===== config.mk =====
export PLATFORM = sky130hd
export DESIGN_NAME = potctl_spi_decoder
export DESIGN_NICKNAME = d
export VERILOG_FILES = /design/src/rtl/potctl_pkg.sv /design/src/rtl/potctl_sync.sv /design/src/rtl/potctl_frame.sv /design/src/rtl/potctl_cmd.sv /design/src/rtl/potctl_spi_decoder.sv
export SDC_FILE = /design/constraint.sdc
export NUM_CORES = 1
export LEC_CHECK = 0
export BUFFER_PORTS_ARGS = -buffer_cell sky130_fd_sc_hd__buf_2
export CAP_MARGIN = 5
export CORE_MARGIN = 1.5
export CORE_UTILIZATION = 50
export DETAILED_ROUTE_END_ITERATION = 7
export GPL_TIMING_DRIVEN = 0
export PLACE_DENSITY = 0.82
export SYNTH_ARGS = -nofsm -noshare
export SYNTH_HDL_FRONTEND = slang
export SYNTH_SLANG_ARGS = --single-unit

===== constraint.sdc =====
create_clock -name clk -period 2.6 [get_ports clk]
set_clock_uncertainty 0.15 [all_clocks]
set_input_delay 0.26 -clock clk [delete_from_list [all_inputs] [get_ports clk]]
set_output_delay 0.26 -clock clk [all_outputs]
set_load 0.1 [all_outputs]

===== src/rtl/potctl_pkg.sv =====
package potctl_pkg;
  localparam int BYTE_W = 8;
  localparam int POT_W  = 2;
  localparam int SEL_W  = 2;
  localparam int OPC_W  = 4;
  localparam int KIND_W = 3;

  typedef enum logic [OPC_W-1:0] {
    OPC_GLB_S2W = 4'b0001,
    OPC_STEP    = 4'b0010,
    OPC_STATUS  = 4'b0101,
    OPC_GLB_W2S = 4'b1000,
    OPC_RD_WIP  = 4'b1001,
    OPC_WR_WIP  = 4'b1010,
    OPC_RD_STO  = 4'b1011,
    OPC_WR_STO  = 4'b1100,
    OPC_S2W     = 4'b1101,
    OPC_W2S     = 4'b1110
  } opc_e;

  typedef enum logic [KIND_W-1:0] {
    K_WR_WIP  = 3'd0,
    K_WR_STO  = 3'd1,
    K_S2W     = 3'd2,
    K_W2S     = 3'd3,
    K_GLB_S2W = 3'd4,
    K_GLB_W2S = 3'd5,
    K_UP      = 3'd6,
    K_DOWN    = 3'd7
  } kind_e;

  typedef struct packed {
    kind_e              kind;
    logic [POT_W-1:0]   pot;
    logic [SEL_W-1:0]   sel;
    logic [BYTE_W-1:0]  data;
  } cmd_t;
endpackage


===== src/rtl/potctl_sync.sv =====
module potctl_sync #(
  parameter int          N       = 4,
  parameter int          STAGES  = 2,
  parameter logic [N-1:0] RST_VAL = '0
) (
  input  logic         clk,
  input  logic         rst_n,
  input  logic [N-1:0] d,
  output logic [N-1:0] q
);
  logic [STAGES-1:0][N-1:0] chain;

  always_ff @(posedge clk or negedge rst_n) begin
    if (!rst_n) begin
      for (int s = 0; s < STAGES; s++) chain[s] <= RST_VAL;
    end else begin
      chain[0] <= d;
      for (int s = 1; s < STAGES; s++) chain[s] <= chain[s-1];
    end
  end

  assign q = chain[STAGES-1];
endmodule


===== src/rtl/potctl_frame.sv =====
module potctl_frame
  import potctl_pkg::*;
#(
  parameter int         ADDR_W    = 2,
  parameter logic [3:0] DEV_TYPE  = 4'b0101,
  parameter int         CNT_W     = 5
) (
  input  logic              clk,
  input  logic              rst_n,
  input  logic              sck,
  input  logic              csn,
  input  logic              si,
  input  logic              hold_n,
  input  logic [ADDR_W-1:0] dev_addr,
  output logic              link_up,
  output logic              frame_start,
  output logic              sck_fall,
  output logic              instr_vld,
  output logic [BYTE_W-1:0] instr,
  output logic [BYTE_W-1:0] data_byte,
  output logic              id_ok,
  output logic [CNT_W-1:0]  bit_cnt,
  output logic              step_ev,
  output logic              step_up,
  output logic              close_ev
);
  localparam int PAD_W = BYTE_W - 4 - ADDR_W;
  localparam logic [CNT_W-1:0] CNT_MAX   = '1;
  localparam logic [CNT_W-1:0] END_ID    = CNT_W'(BYTE_W - 1);
  localparam logic [CNT_W-1:0] END_INSTR = CNT_W'(2*BYTE_W - 1);
  localparam logic [CNT_W-1:0] END_DATA  = CNT_W'(3*BYTE_W - 1);
  localparam logic [CNT_W-1:0] AFTER_INSTR = CNT_W'(2*BYTE_W);

  logic              sck_q, csn_q, in_frame, id_bad;
  logic [BYTE_W-1:0] sr, sr_nxt, id_ref;
  logic              cs_fall, cs_rise, sck_rise;

  assign id_ref   = {DEV_TYPE, {PAD_W{1'b0}}, dev_addr};
  assign sr_nxt   = {sr[BYTE_W-2:0], si};
  assign cs_fall  = csn_q & ~csn;
  assign cs_rise  = ~csn_q & csn;
  assign link_up  = in_frame & ~csn & hold_n;
  assign sck_rise = link_up & ~sck_q & sck;
  assign sck_fall = link_up & sck_q & ~sck;
  assign frame_start = cs_fall;
  assign id_ok    = ~id_bad;

  always_ff @(posedge clk or negedge rst_n) begin
    if (!rst_n) begin
      sck_q     <= 1'b0;
      csn_q     <= 1'b0;
      in_frame  <= 1'b0;
      id_bad    <= 1'b0;
      sr        <= '0;
      bit_cnt   <= '0;
      instr     <= '0;
      data_byte <= '0;
      instr_vld <= 1'b0;
      step_ev   <= 1'b0;
      step_up   <= 1'b0;
      close_ev  <= 1'b0;
    end else begin
      sck_q     <= sck;
      csn_q     <= csn;
      instr_vld <= sck_rise && (bit_cnt == END_INSTR) && !id_bad;
      step_ev   <= sck_rise && (bit_cnt >= AFTER_INSTR) && !id_bad;
      step_up   <= si;
      close_ev  <= cs_rise && in_frame;
      if (cs_fall) begin
        in_frame <= 1'b1;
        bit_cnt  <= '0;
        sr       <= '0;
        id_bad   <= 1'b0;
      end else if (cs_rise) begin
        in_frame <= 1'b0;
      end else if (sck_rise) begin
        sr <= sr_nxt;
        if (bit_cnt != CNT_MAX) bit_cnt <= bit_cnt + 1'b1;
        if (bit_cnt == END_ID)    id_bad    <= (sr_nxt != id_ref);
        if (bit_cnt == END_INSTR) instr     <= sr_nxt;
        if (bit_cnt == END_DATA)  data_byte <= sr_nxt;
      end
    end
  end

  a_r9_frozen_in_pause: assert property (@(posedge clk) disable iff (!rst_n)
    (in_frame && !hold_n) |=> $stable(bit_cnt));
  a_r8_one_step_per_edge: assert property (@(posedge clk) disable iff (!rst_n)
    step_ev |=> !step_ev);
endmodule


===== src/rtl/potctl_cmd.sv =====
module potctl_cmd
  import potctl_pkg::*;
#(
  parameter int CNT_W = 5
) (
  input  logic              clk,
  input  logic              rst_n,
  input  logic              link_up,
  input  logic              frame_start,
  input  logic              sck_fall,
  input  logic              instr_vld,
  input  logic [BYTE_W-1:0] instr,
  input  logic [BYTE_W-1:0] data_byte,
  input  logic              id_ok,
  input  logic [CNT_W-1:0]  bit_cnt,
  input  logic              step_ev,
  input  logic              step_up,
  input  logic              close_ev,
  input  logic [BYTE_W-1:0] rd_data,
  input  logic              wr_busy,
  input  logic              cmd_ready,
  output logic              cmd_valid,
  output cmd_t              cmd_q,
  output logic [POT_W-1:0]  rd_pot,
  output logic [SEL_W-1:0]  rd_sel,
  output logic              rd_wiper,
  output logic              so,
  output logic              so_oe
);
  localparam logic [CNT_W-1:0] LEN_SHORT = CNT_W'(2*BYTE_W);
  localparam logic [CNT_W-1:0] LEN_LONG  = CNT_W'(3*BYTE_W);

  opc_e              opc;
  logic              is_read, tx_en, tx_live, so_q, new_vld;
  logic [BYTE_W-1:0] tx_sr;
  cmd_t              new_cmd;

  assign opc      = opc_e'(instr[BYTE_W-1 -: OPC_W]);
  assign rd_pot   = instr[POT_W-1:0];
  assign rd_sel   = instr[POT_W +: SEL_W];
  assign rd_wiper = (opc == OPC_RD_WIP);
  assign is_read  = (opc == OPC_RD_WIP) || (opc == OPC_RD_STO) || (opc == OPC_STATUS);

  // serial return path
  always_ff @(posedge clk or negedge rst_n) begin
    if (!rst_n) begin
      tx_en   <= 1'b0;
      tx_live <= 1'b0;
      tx_sr   <= '0;
      so_q    <= 1'b0;
    end else if (frame_start) begin
      tx_en   <= 1'b0;
      tx_live <= 1'b0;
    end else if (instr_vld) begin
      tx_en <= is_read;
      tx_sr <= (opc == OPC_STATUS) ? {{(BYTE_W-1){1'b0}}, wr_busy} : rd_data;
    end else if (sck_fall && tx_en) begin
      so_q    <= tx_sr[BYTE_W-1];
      tx_sr   <= {tx_sr[BYTE_W-2:0], 1'b0};
      tx_live <= 1'b1;
    end
  end

  assign so    = so_q;
  assign so_oe = tx_live & link_up;

  // command decode
  always_comb begin
    new_vld      = 1'b0;
    new_cmd.kind = K_WR_WIP;
    new_cmd.pot  = instr[POT_W-1:0];
    new_cmd.sel  = instr[POT_W +: SEL_W];
    new_cmd.data = '0;
    if (close_ev && id_ok && bit_cnt == LEN_SHORT) begin
      new_vld = 1'b1;
      case (opc)
        OPC_S2W:     new_cmd.kind = K_S2W;
        OPC_W2S:     new_cmd.kind = K_W2S;
        OPC_GLB_S2W: new_cmd.kind = K_GLB_S2W;
        OPC_GLB_W2S: new_cmd.kind = K_GLB_W2S;
        default:     new_vld = 1'b0;
      endcase
    end else if (close_ev && id_ok && bit_cnt == LEN_LONG) begin
      new_vld      = 1'b1;
      new_cmd.data = data_byte;
      case (opc)
        OPC_WR_WIP: new_cmd.kind = K_WR_WIP;
        OPC_WR_STO: new_cmd.kind = K_WR_STO;
        default:    new_vld = 1'b0;
      endcase
    end else if (step_ev && opc == OPC_STEP) begin
      new_vld      = 1'b1;
      new_cmd.kind = step_up ? K_UP : K_DOWN;
    end
  end

  always_ff @(posedge clk or negedge rst_n) begin
    if (!rst_n) begin
      cmd_valid <= 1'b0;
      cmd_q     <= '0;
    end else if (!cmd_valid || cmd_ready) begin
      cmd_valid <= new_vld;
      if (new_vld) cmd_q <= new_cmd;
    end
  end

  a_r12_payload_held: assert property (@(posedge clk) disable iff (!rst_n)
    (cmd_valid && !cmd_ready) |=> (cmd_valid && $stable(cmd_q)));
endmodule


===== src/rtl/potctl_spi_decoder.sv =====
module potctl_spi_decoder
  import potctl_pkg::*;
#(
  parameter int         ADDR_W      = 2,
  parameter logic [3:0] DEV_TYPE    = 4'b0101,
  parameter int         SYNC_STAGES = 2
) (
  input  logic              clk,
  input  logic              rst_n,
  input  logic              spi_sck,
  input  logic              spi_csn,
  input  logic              spi_si,
  input  logic              spi_hold_n,
  input  logic [ADDR_W-1:0] dev_addr,
  output logic              spi_so,
  output logic              spi_so_oe,
  output logic              cmd_valid,
  input  logic              cmd_ready,
  output logic [KIND_W-1:0] cmd_kind,
  output logic [POT_W-1:0]  cmd_pot,
  output logic [SEL_W-1:0]  cmd_sel,
  output logic [BYTE_W-1:0] cmd_data,
  output logic [POT_W-1:0]  rd_pot,
  output logic [SEL_W-1:0]  rd_sel,
  output logic              rd_wiper,
  input  logic [BYTE_W-1:0] rd_data,
  input  logic              wr_busy
);
  localparam int CNT_W = $clog2(3*BYTE_W + 2);

  logic [3:0]        pins_s;
  logic              sck_s, csn_s, si_s, hold_s;
  logic              link_up, frame_start, sck_fall, instr_vld, id_ok;
  logic              step_ev, step_up, close_ev;
  logic [BYTE_W-1:0] instr, data_byte;
  logic [CNT_W-1:0]  bit_cnt;
  cmd_t              cmd_q;

  // chip select resets low so a pin held low at reset release is no start
  potctl_sync #(.N(4), .STAGES(SYNC_STAGES), .RST_VAL(4'b1000)) u_sync (
    .clk (clk), .rst_n (rst_n),
    .d   ({spi_hold_n, spi_si, spi_csn, spi_sck}),
    .q   (pins_s)
  );
  assign {hold_s, si_s, csn_s, sck_s} = pins_s;

  potctl_frame #(.ADDR_W(ADDR_W), .DEV_TYPE(DEV_TYPE), .CNT_W(CNT_W)) u_frame (
    .clk (clk), .rst_n (rst_n),
    .sck (sck_s), .csn (csn_s), .si (si_s), .hold_n (hold_s),
    .dev_addr (dev_addr),
    .link_up (link_up), .frame_start (frame_start), .sck_fall (sck_fall),
    .instr_vld (instr_vld), .instr (instr), .data_byte (data_byte),
    .id_ok (id_ok), .bit_cnt (bit_cnt),
    .step_ev (step_ev), .step_up (step_up), .close_ev (close_ev)
  );

  potctl_cmd #(.CNT_W(CNT_W)) u_cmd (
    .clk (clk), .rst_n (rst_n),
    .link_up (link_up), .frame_start (frame_start), .sck_fall (sck_fall),
    .instr_vld (instr_vld), .instr (instr), .data_byte (data_byte),
    .id_ok (id_ok), .bit_cnt (bit_cnt),
    .step_ev (step_ev), .step_up (step_up), .close_ev (close_ev),
    .rd_data (rd_data), .wr_busy (wr_busy), .cmd_ready (cmd_ready),
    .cmd_valid (cmd_valid), .cmd_q (cmd_q),
    .rd_pot (rd_pot), .rd_sel (rd_sel), .rd_wiper (rd_wiper),
    .so (spi_so), .so_oe (spi_so_oe)
  );

  assign cmd_kind = cmd_q.kind;
  assign cmd_pot  = cmd_q.pot;
  assign cmd_sel  = cmd_q.sel;
  assign cmd_data = cmd_q.data;

  a_r6_drive_after_instr: assert property (@(posedge clk) disable iff (!rst_n)
    $rose(spi_so_oe) |-> (bit_cnt >= CNT_W'(2*BYTE_W)));
  a_r13_quiet_deselected: assert property (@(posedge clk) disable iff (!rst_n)
    csn_s |-> !spi_so_oe);
endmodule


* Word-level counts from Yosys, hierarchy flattened
Cells that the tools add are included.
** Word-level totals
- Register bits after elaboration :: 71
- Input bits :: 18
- Output and inout bits :: 23
- Logic and storage cells :: 128
** Cells by class
- $add $sub $neg :: 1
- $lt $le $gt $ge :: 1
- Eq/ne operators :: 19
- Mux-type cells :: 34
- Bitwise logic cells :: 17
- Reduce and logical (&&, ||, !) cells :: 33
** Operators with widths (number)
- 2-to-1 mux 8 bit :: 5
- == test 4 bit, second input constant :: 7
- 2-to-1 mux 7 bit :: 3
- 2-to-1 mux 5 bit :: 4
- 2-to-1 mux 1 bit :: 18
- == test 5 bit, second input constant :: 3
- nonzero test 2 bit :: 7
- one-hot mux 3 bit (4 select lines) :: 1
- logical AND 1 bit :: 10
- AND 1 bit :: 9
- 2-to-1 mux 3 bit :: 3
- AND reduction 3 bit :: 3
- != test 8 x 7 -> 1 bit :: 1
- inverter 1 bit :: 8
- AND reduction 2 bit :: 4
- AND reduction 4 bit :: 2
- adder 5 x 1 -> 5 bit, second input constant :: 1
- == test 5 x 3 -> 1 bit, second input constant :: 1
- == test 5 x 4 -> 1 bit, second input constant :: 1
- greater-or-equal comparator 5 bit, second input constant :: 1
- != test 5 bit, second input constant :: 1
- == test 4 x 1 -> 1 bit, second input constant :: 1
- == test 4 x 2 -> 1 bit, second input constant :: 1
- == test 4 x 3 -> 1 bit, second input constant :: 1
- 5 further kinds :: 9

* Depth between registers and ports, before layout
Gate-level depths: netlist of the first run.
- Depth after elaboration :: 9
- Depth in mapped cells :: 8
- Depth with buffers taken out :: 8

* By module
From an unflattened synthesis of the first run, not the netlist that was laid out.
** Second synthesis, totals
- Cells, all modules :: 273
- Area, all modules :: 3203.1 um^2
** Modules (own cells, without submodules)
- potctl_frame :: times used 1, cells each 133, area an instance 1600.3 um^2, seq. area each 900.9 um^2
- potctl_cmd :: times used 1, cells each 128, area an instance 1370.1 um^2, seq. area each 675.6 um^2
- potctl_sync :: times used 1, cells each 12, area an instance 232.7 um^2, seq. area each 202.7 um^2

* Worst setup path before layout of the first run
Ideal clock, no wire load.
- Path type :: flip-flop to output port
- From :: register u_frame.instr[5]
- To :: output rd_wiper
- Arrival time :: 3.645 ns
- Data required time :: 2.190 ns
- Slack :: -1.455 ns
- Stages on the path, launching flop included :: 3
- Path buffers :: 1
- Path through :: dfrtp_1 -> buf_4 -> nor4b_1
** Between the ends
- Cells in the longest elaborated chain, start to end :: 1
** RTL lines
- start, declared :: line potctl_frame.sv:19 : output logic [BYTE_W-1:0] instr,
- start signal, assigned :: line potctl_frame.sv:80 : if (bit_cnt == END_INSTR) instr <= sr_nxt;
- == test 4 bit :: line potctl_cmd.sv:41 : assign rd_wiper = (opc == OPC_RD_WIP);
- end, declared :: line potctl_spi_decoder.sv:25 : output logic rd_wiper,
No other way between the ends.

* Worst setup path in the final report of the first run
- From :: register u_frame.bit_cnt[0]
- To :: register u_frame.bit_cnt[2]
** Between the ends
- Cells in the longest elaborated chain, start to end :: 5
- Elaborated cells between the ends (all ways) :: 8
- Those cells by class :: add/sub (1); eq/ne (1); mux (4); reduce/logical (2)
** RTL lines
- start, declared :: line potctl_frame.sv:22 : output logic [CNT_W-1:0] bit_cnt,
- start signal, assigned :: line potctl_frame.sv:78 : if (bit_cnt != CNT_MAX) bit_cnt <= bit_cnt + 1'b1;
- adder 5 x 1 -> 5 bit :: line potctl_frame.sv:78
- 2-to-1 mux 5 bit :: line potctl_frame.sv:78
- 2-to-1 mux 5 bit :: line potctl_frame.sv:76 : end else if (sck_rise) begin
- 2-to-1 mux 5 bit :: line potctl_frame.sv:74 : end else if (cs_rise) begin
- 2-to-1 mux 5 bit :: line potctl_frame.sv:69 : if (cs_fall) begin
Several ways; a longest one is shown, not always the timed one. The select of a mux whose other input is x is not followed.
A chain may end at the register's enable or synchronous reset.

==> results of run 1 <==
[sequential cells by signal, summed over array words and instances, names as in the netlist]
signal,flops
u_cmd.cmd_q,15
u_sync.chain,4
u_cmd.tx_sr,8
u_cmd.so,1
u_cmd.tx_en,1
u_frame.instr_vld,1
u_frame.step_up,1
u_cmd.cmd_valid,1
u_frame.sck_q,1
u_sync.q,4
u_frame.sr,7
u_frame.csn_q,1
u_frame.instr,8
u_cmd.tx_live,1
u_frame.bit_cnt,5
u_frame.close_ev,1
u_frame.step_ev,1
u_frame.in_frame,1
u_frame.id_bad,1
u_frame.data_byte,8
[metrics by stage]
step                util (%)  hold WS, ps  total power, W  cells
detailed placement      57.5          186         0.00128    376
global placement        57.4          182         0.00127    376
floorplan                  -         -186         0.00122    261
global route            61.0          104         0.00207    397
finish                  61.0         82.8         0.00199    397
CTS                     60.9         70.8         0.00201    397
[per-layer routing]
layer | GRT usage (%) | vias to the layer above | routed length, µm
li1 | - | 1039 | -
met5 | 0 | - | 0
met4 | 5.59 | 0 | 69
met3 | 7.58 | 10 | 351
met2 | 31.9 | 59 | 2630
met1 | 23.0 | 1034 | 2630
[power by group]
part | internal, W | switching (W) | leakage [nW]
clock network | 0.000342 | 0.000386 | 0.0801
registers | 0.00113 | 0.0000319 | 0.903
logic | 0.0000402 | 0.0000540 | 0.777
[worst max path at each step]
stage | cells after the start | from | endpoint
CTS | 8 | u_frame.bit_cnt[0] | u_frame.bit_cnt[2]
finish | 8 | u_frame.bit_cnt[0] | u_frame.bit_cnt[2]
floorplan | 6 | u_cmd.cmd_valid | u_cmd.cmd_q[9]
global placement | 8 | u_frame.bit_cnt[0] | u_frame.bit_cnt[2]
detailed placement | 8 | u_frame.bit_cnt[0] | u_frame.bit_cnt[2]
global route | 8 | u_frame.bit_cnt[0] | u_frame.bit_cnt[2]
[cells by family (layout without fill, tap and decap cells)]
| group | after synthesis | count (layout) |
|---|---|---|
| and+or+nand+nor | 73 | 73 |
| buffers and inverters | 24 | 85 |
| AOI/OAI and AO/OA | 55 | 55 |
| DFF | 71 | 71 |
| muxes | 26 | 26 |
| xor gates and xnor gates | 5 | 5 |
| adders and majority gates | 7 | 7 |
[worst max-delay path, cell delays in order, from the launching register on]
cell,delay (ps)
dfrtp_1,430
ha_1,240
nand2_1,100
nor2_1,80
ha_1,210
nor3_2,370
nor3b_1,430
nand2_1,90
o21ai_0,170
[final cells by class]
class	count	area share, %
well taps	75	2.57
flip-flops and latches	71	48.7
repair buffers	45	6.91
inverters	10	1.03
multi-input cells	166	33.6
plain buffers	14	2.87
clock inverters	4	0.616
clock buffers	12	3.70
[cells in the final DEF, fill, tap and decap left out, types with 4 or more instances in the layout]
master	count
inv_1	8
mux2_2	23
dfrtp_1	69
a21oi_1	10
o21ai_0	16
clkbuf_1	7
ha_1	7
nor2_1	19
clkbuf_8	9
buf_4	7
a22oi_1	7
buf_6	4
nand3b_1	5
buf_2	39
a22o_1	9
nand2b_1	9
nand2_1	13
dlygate4sd3_1	5
[repair_timing]
| item | 4_1_cts | 5_1_grt |
|---|---|---|
| setup endpoints to repair | 0 | 1 |
| endpoints found under the hold margin | 73 | 0 |
| gates resized for setup | 0 | 1 |
| hold buffers | 5 | 0 |
| buffers inserted | 0 | 0 |
==> impl_results.md, run 1 <==
- Status: completed
- Drt first pass iters: 4
- Worst-path clk slew: 70 ps
- Worst skew pair latency: 340 ps
- DP HPWL: 3980 µm
- Tmin final: 2350 ps
- Multi-input gate area: 1230 µm²
- IO Pins: 41
- Pin count of the biggest net entering global routing: 72
- Routed vias/inst: 5.40
- Synth Area in XOR/XNOR: 1.40%
- Post-Syn Area: 3130 µm²
- Row count: 28
- Ys flop type: dfrtp_1
- Maximum fanout along the worst path: 6
- Global-route wire length before repair: 9450 µm
- Reg2Reg Setup Slack: 250 ps
- Final Hold Fails: 0
- Reg area: 1780 µm²
- Die Wd: 82.1 µm
- Die Ht: 82.1 µm
- Max Cap Violations: 0
- Synth cell types: 49
- Fin crit share: 90.3%
- Worst hold path endpoint: u_cmd.tx_sr[6]
- P_leak: 1.76 nW
- H-tree depth: 3
- Cts bufs inserted: 9
- Dominant cells by area after synthesis: dfrtp_1 (55%), mux2_2 (8.3%), ha_1 (2.8%), o21ai_0 (2.6%), a22o_1 (2.5%)
- DP Area: 3440 µm²
- Routability cong.: 0.793
- Register area share after synthesis: 56.8%
- CTS sink count: 71
- Core area: 5990 µm²
- Final wirelength: 5680 µm
- Syn Nets: 286
- EDFF count, synth: 0
- DR WL/cell: 14.3 µm
- Post-synthesis cell count: 261
- Achievable Freq: 0.426 GHz
- Nets: 342
- Largest family of logic cells by synthesized area: simple AND/OR/NAND/NOR gates
- Most frequent cells after synthesis: dfrtp_1 (69), mux2_2 (23), nor2_1 (19), o21ai_0 (16), nand2_1 (13)
- Ys async rst share: 100%
- PwrDens: 544 nW/µm²
- Residual DRC: 0
- Design area: 3660 µm²
- Port bufs: 40
- Post-synthesis area per instance: 12.0 µm²
- Worst-Margin Slew: 852 ps
- Worst Setup End Kind: flip-flop
- Hold Startpoint: rd_data[6]
- Worst min path class: in -> reg
- Worst EP required: 2710 ps
- Final ANT Viol Nets: 0
- Worst vdd ir: 0.436 mV
- Area grow syn2layout: 16.7%
- Synthesized flop and latch total: 71
- Starting DRT DRC Count: 72
- Share of cells above drive strength 1: 30.1%
- Sum Neg Setup Slack: 0 ps
- CTS tree: yes
- Ys Warns: 0
- Synth area leader: dfrtp_1
- Final Max Tran Viols: 0
- Synth Area in Compound Gates: 12.1%
- FF-to-FF Start: u_frame.bit_cnt[0]
- Share of the synthesized area in the top cell type: 55.1%
- FILL cells: 473
- Vias in the first global route: 2088
- Tot GR Track Use: 19.2%
- Die area: 6750 µm²
- Adder-cell share of the synthesized area: 2.80%
- Mux contribution to synthesized area: 9.39%
- Initial antenna violation count: 0
- Residual overflow from global routing: 0
- Data arrival, critical path: 2450 ps
- Top-count cell post-synth: dfrtp_1
- Starting Density: 52.3%
- Via count: 2142
- Max clock buf depth: 2
- Cells on worst reg2reg path: 8
- Clock root buffer: clkbuf_8
- Slew margin rel.: 43.2%
- WHS Path Cells: 3
- RSZ-0062 raised after global routing: false
- ANT cells: 0
- Crit path kind: reg -> reg
- Startpoint types: flip-flop
- Final-report setup violation count: 0
- Critical R2R Capture: u_frame.bit_cnt[2]
- Area share of and/or/nand/nor cells after synthesis: 12.9%
- Pre-CTS WS: 98.2 ps
- Final setup margin: 253 ps
No activity file was read; power rests on OpenSTA's default activity.
==> run 2, diff against run 1 <==
--- a/config.mk
+++ b/config.mk
@@ -9,9 +9,10 @@
 export CAP_MARGIN = 5
 export CORE_MARGIN = 1.5
 export CORE_UTILIZATION = 50
+export CTS_CLUSTER_SIZE = 30
 export DETAILED_ROUTE_END_ITERATION = 7
 export GPL_TIMING_DRIVEN = 0
-export PLACE_DENSITY = 0.82
+export PLACE_DENSITY = 0.77
 export SYNTH_ARGS = -nofsm -noshare
 export SYNTH_HDL_FRONTEND = slang
 export SYNTH_SLANG_ARGS = --single-unit
==> impl_results.md, run 2 (synthesis gave the netlist of run 1 again) <==
- Pwr Total: 0.00214 W (+7.7%)
- Final Max Tran Viols: 0 (unchanged)
- Tot GR Track Use: 20.3% (+1.1 points)
- CTS sink count: 71 (unchanged)
- Row count: 28 (unchanged)
- CTS tree: yes
- DR WL/cell: 14.9 µm (+4.3%)
- Share of cells above drive strength 1: 31.1% (+0.93 points)
- Residual overflow from global routing: 0 (unchanged)
- Core area: 5990 µm² (unchanged)
- Highest-count cells in the layout ignoring fill and taps: dfrtp_1 (69), buf_2 (39), mux2_2 (23)
- Starting Density: 52.3% (unchanged)
- Die Ht: 82.1 µm (unchanged)
- H-tree depth: 3 (unchanged)
- Area grow syn2layout: 18.0%
- Max reg flops: 15 (unchanged)
- Worst skew pair latency: 350 ps (about the same)
- Worst hold path endpoint: u_cmd.tx_sr[5]
- RSZ-0062 raised after global routing: false
- Final-report setup violation count: 0 (unchanged)
- Tmin final: 2290 ps (-52.9 ps)
- Final wirelength: 5920 µm (+4.3%)
- Die area: 6750 µm² (unchanged)
- Pre-CTS WS: 113 ps (+14.7 ps)
- Residual DRC: 0 (unchanged)
- Initial antenna violation count: 0 (unchanged)
- Critical R2R Capture: u_frame.bit_cnt[2]
- Worst EP required: 2710 ps (about the same)
- Port bufs: 40 (unchanged)
- Global-route wire length before repair: 10000 µm (+5.9%)
- Cts bufs inserted: 9 (unchanged)
- Die Wd: 82.1 µm (unchanged)
- Final Util: 61.7% (+0.67 points)
- Reg2Reg Setup Slack: 310 ps (+50 ps)
- Hold Startpoint: rd_data[5]
- Worst Setup End Kind: flip-flop
- Nets: 342 (unchanged)
- Slew margin rel.: 41.8% (-1.5 points)
- Final Hold Fails: 0 (unchanged)
- Cells on worst reg2reg path: 8 (unchanged)
- Worst-path clk slew: 80 ps (about the same)
- ANT cells: 0 (unchanged)
- IO Pins: 41 (unchanged)
- P_leak: 1.78 nW (+1.1%)
- Status: completed
- WHS Path Cells: 3 (unchanged)
- Worst-Margin Slew: 874 ps (+21.8 ps)
- Commonest non-fill, non-tap cell in the layout: dfrtp_1
- Crit path kind: reg -> reg
- Max Cap Violations: 0 (unchanged)
- Maximum fanout along the worst path: 6 (unchanged)
- Hold WS: 64.0 ps (-18.7 ps)
- Clock root buffer: clkbuf_8
- Via count: 2138 (-0.19%)
- Pin count of the biggest net entering global routing: 72 (unchanged)
- Data arrival, critical path: 2410 ps (-40 ps)
- Final ANT Viol Nets: 0 (unchanged)
- Startpoint types: flip-flop
- Starting DRT DRC Count: 156 (+120%)
- Routed vias/inst: 5.39 (-0.19%)
- Worst vdd ir: 0.590 mV (+35%)
- FF-to-FF Start: u_frame.bit_cnt[0]
- Most flop-heavy register: u_cmd.cmd_q
- PwrDens: 579 nW/µm² (+6.5%)
- Final setup margin: 306 ps (+52.9 ps)
- Vias in the first global route: 2106 (+0.86%)
- Fin crit share: 88.2% (-2.0 points)
- Max clock buf depth: 2 (unchanged)
- Achievable Freq: 0.436 GHz (+2.3%)
- Drt first pass iters: 4 (unchanged)
- Worst min path class: in -> reg
- Routability cong.: 0.770 (-3.0%)
- DP HPWL: 4060 µm (+1.9%)
- Sum Neg Setup Slack: 0 ps (unchanged)
run 2: cell types whose count changed in the layout (fill, tap and decap cells not counted):
cell | before | now
clkinv_2 | 3 | 2
clkbuf_1 | 7 | 4
bufinv_16 | 0 | 1
clkinv_4 | 0 | 3
run 2: repair_timing:
action | in CTS | in global routing
hold endpoints to repair | 73 | 0
resized for setup | 0 | 1
hold buffers | 5 | 0
endpoints found under the setup margin | 0 | 1
setup buffers | 0 | 0
run 2: layout make-up:
cell class,instances,area [µm²]
clock inverters,7,73.8
well taps,75,93.8
plain buffers,14,105
flip-flops and latches,71,1780
fillers,493,2290
clock buffers,9,124
inverters,10,37.5
repair buffers,45,253
multi-input cells,166,1230
run 2: stage by stage:
step           area (µm²)  std cells
3_5_place_dp         3440        376
2_1_floorplan        3150        261
6_report             3700        397
5_1_grt              3700        397
4_1_cts              3690        397
3_3_place_gp         3440        376
run 2: where the power goes:
part           total (W)  switching, W  internal (W)
combinational  0.0000948     0.0000546     0.0000402
sequential       0.00117     0.0000339       0.00113
clock           0.000879      0.000435      0.000444
total            0.00214      0.000524       0.00162
run 2: worst max path at each step:
stage	from	end	slack, ps	cells past startpoint
finish	u_frame.bit_cnt[0]	u_frame.bit_cnt[2]	310	8
global route	u_frame.bit_cnt[0]	u_frame.bit_cnt[2]	100	8
CTS	u_frame.bit_cnt[0]	u_frame.bit_cnt[2]	110	8
detailed placement	u_frame.bit_cnt[0]	u_frame.bit_cnt[2]	110	8
global placement	u_frame.bit_cnt[0]	u_frame.bit_cnt[2]	230	8
floorplan	u_cmd.cmd_valid	u_cmd.cmd_q[9]	360	6
run 2: worst max-delay path: stages (launching register included):
cell,delay (ps)
dfrtp_1,430
ha_1,250
nand2_1,100
nor2_1,70
ha_1,190
nor3_2,370
nor3b_1,370
nand2_1,90
o21ai_0,180
run 2: per-layer routing:
layer	track usage, %	share of wire (%)	vias to the layer above
li1	-	-	1033
met3	7.69	6.0	7
met1	23.7	44	1037
met2	34.8	49	61
met5	0	0	-
met4	5.59	1.1	0
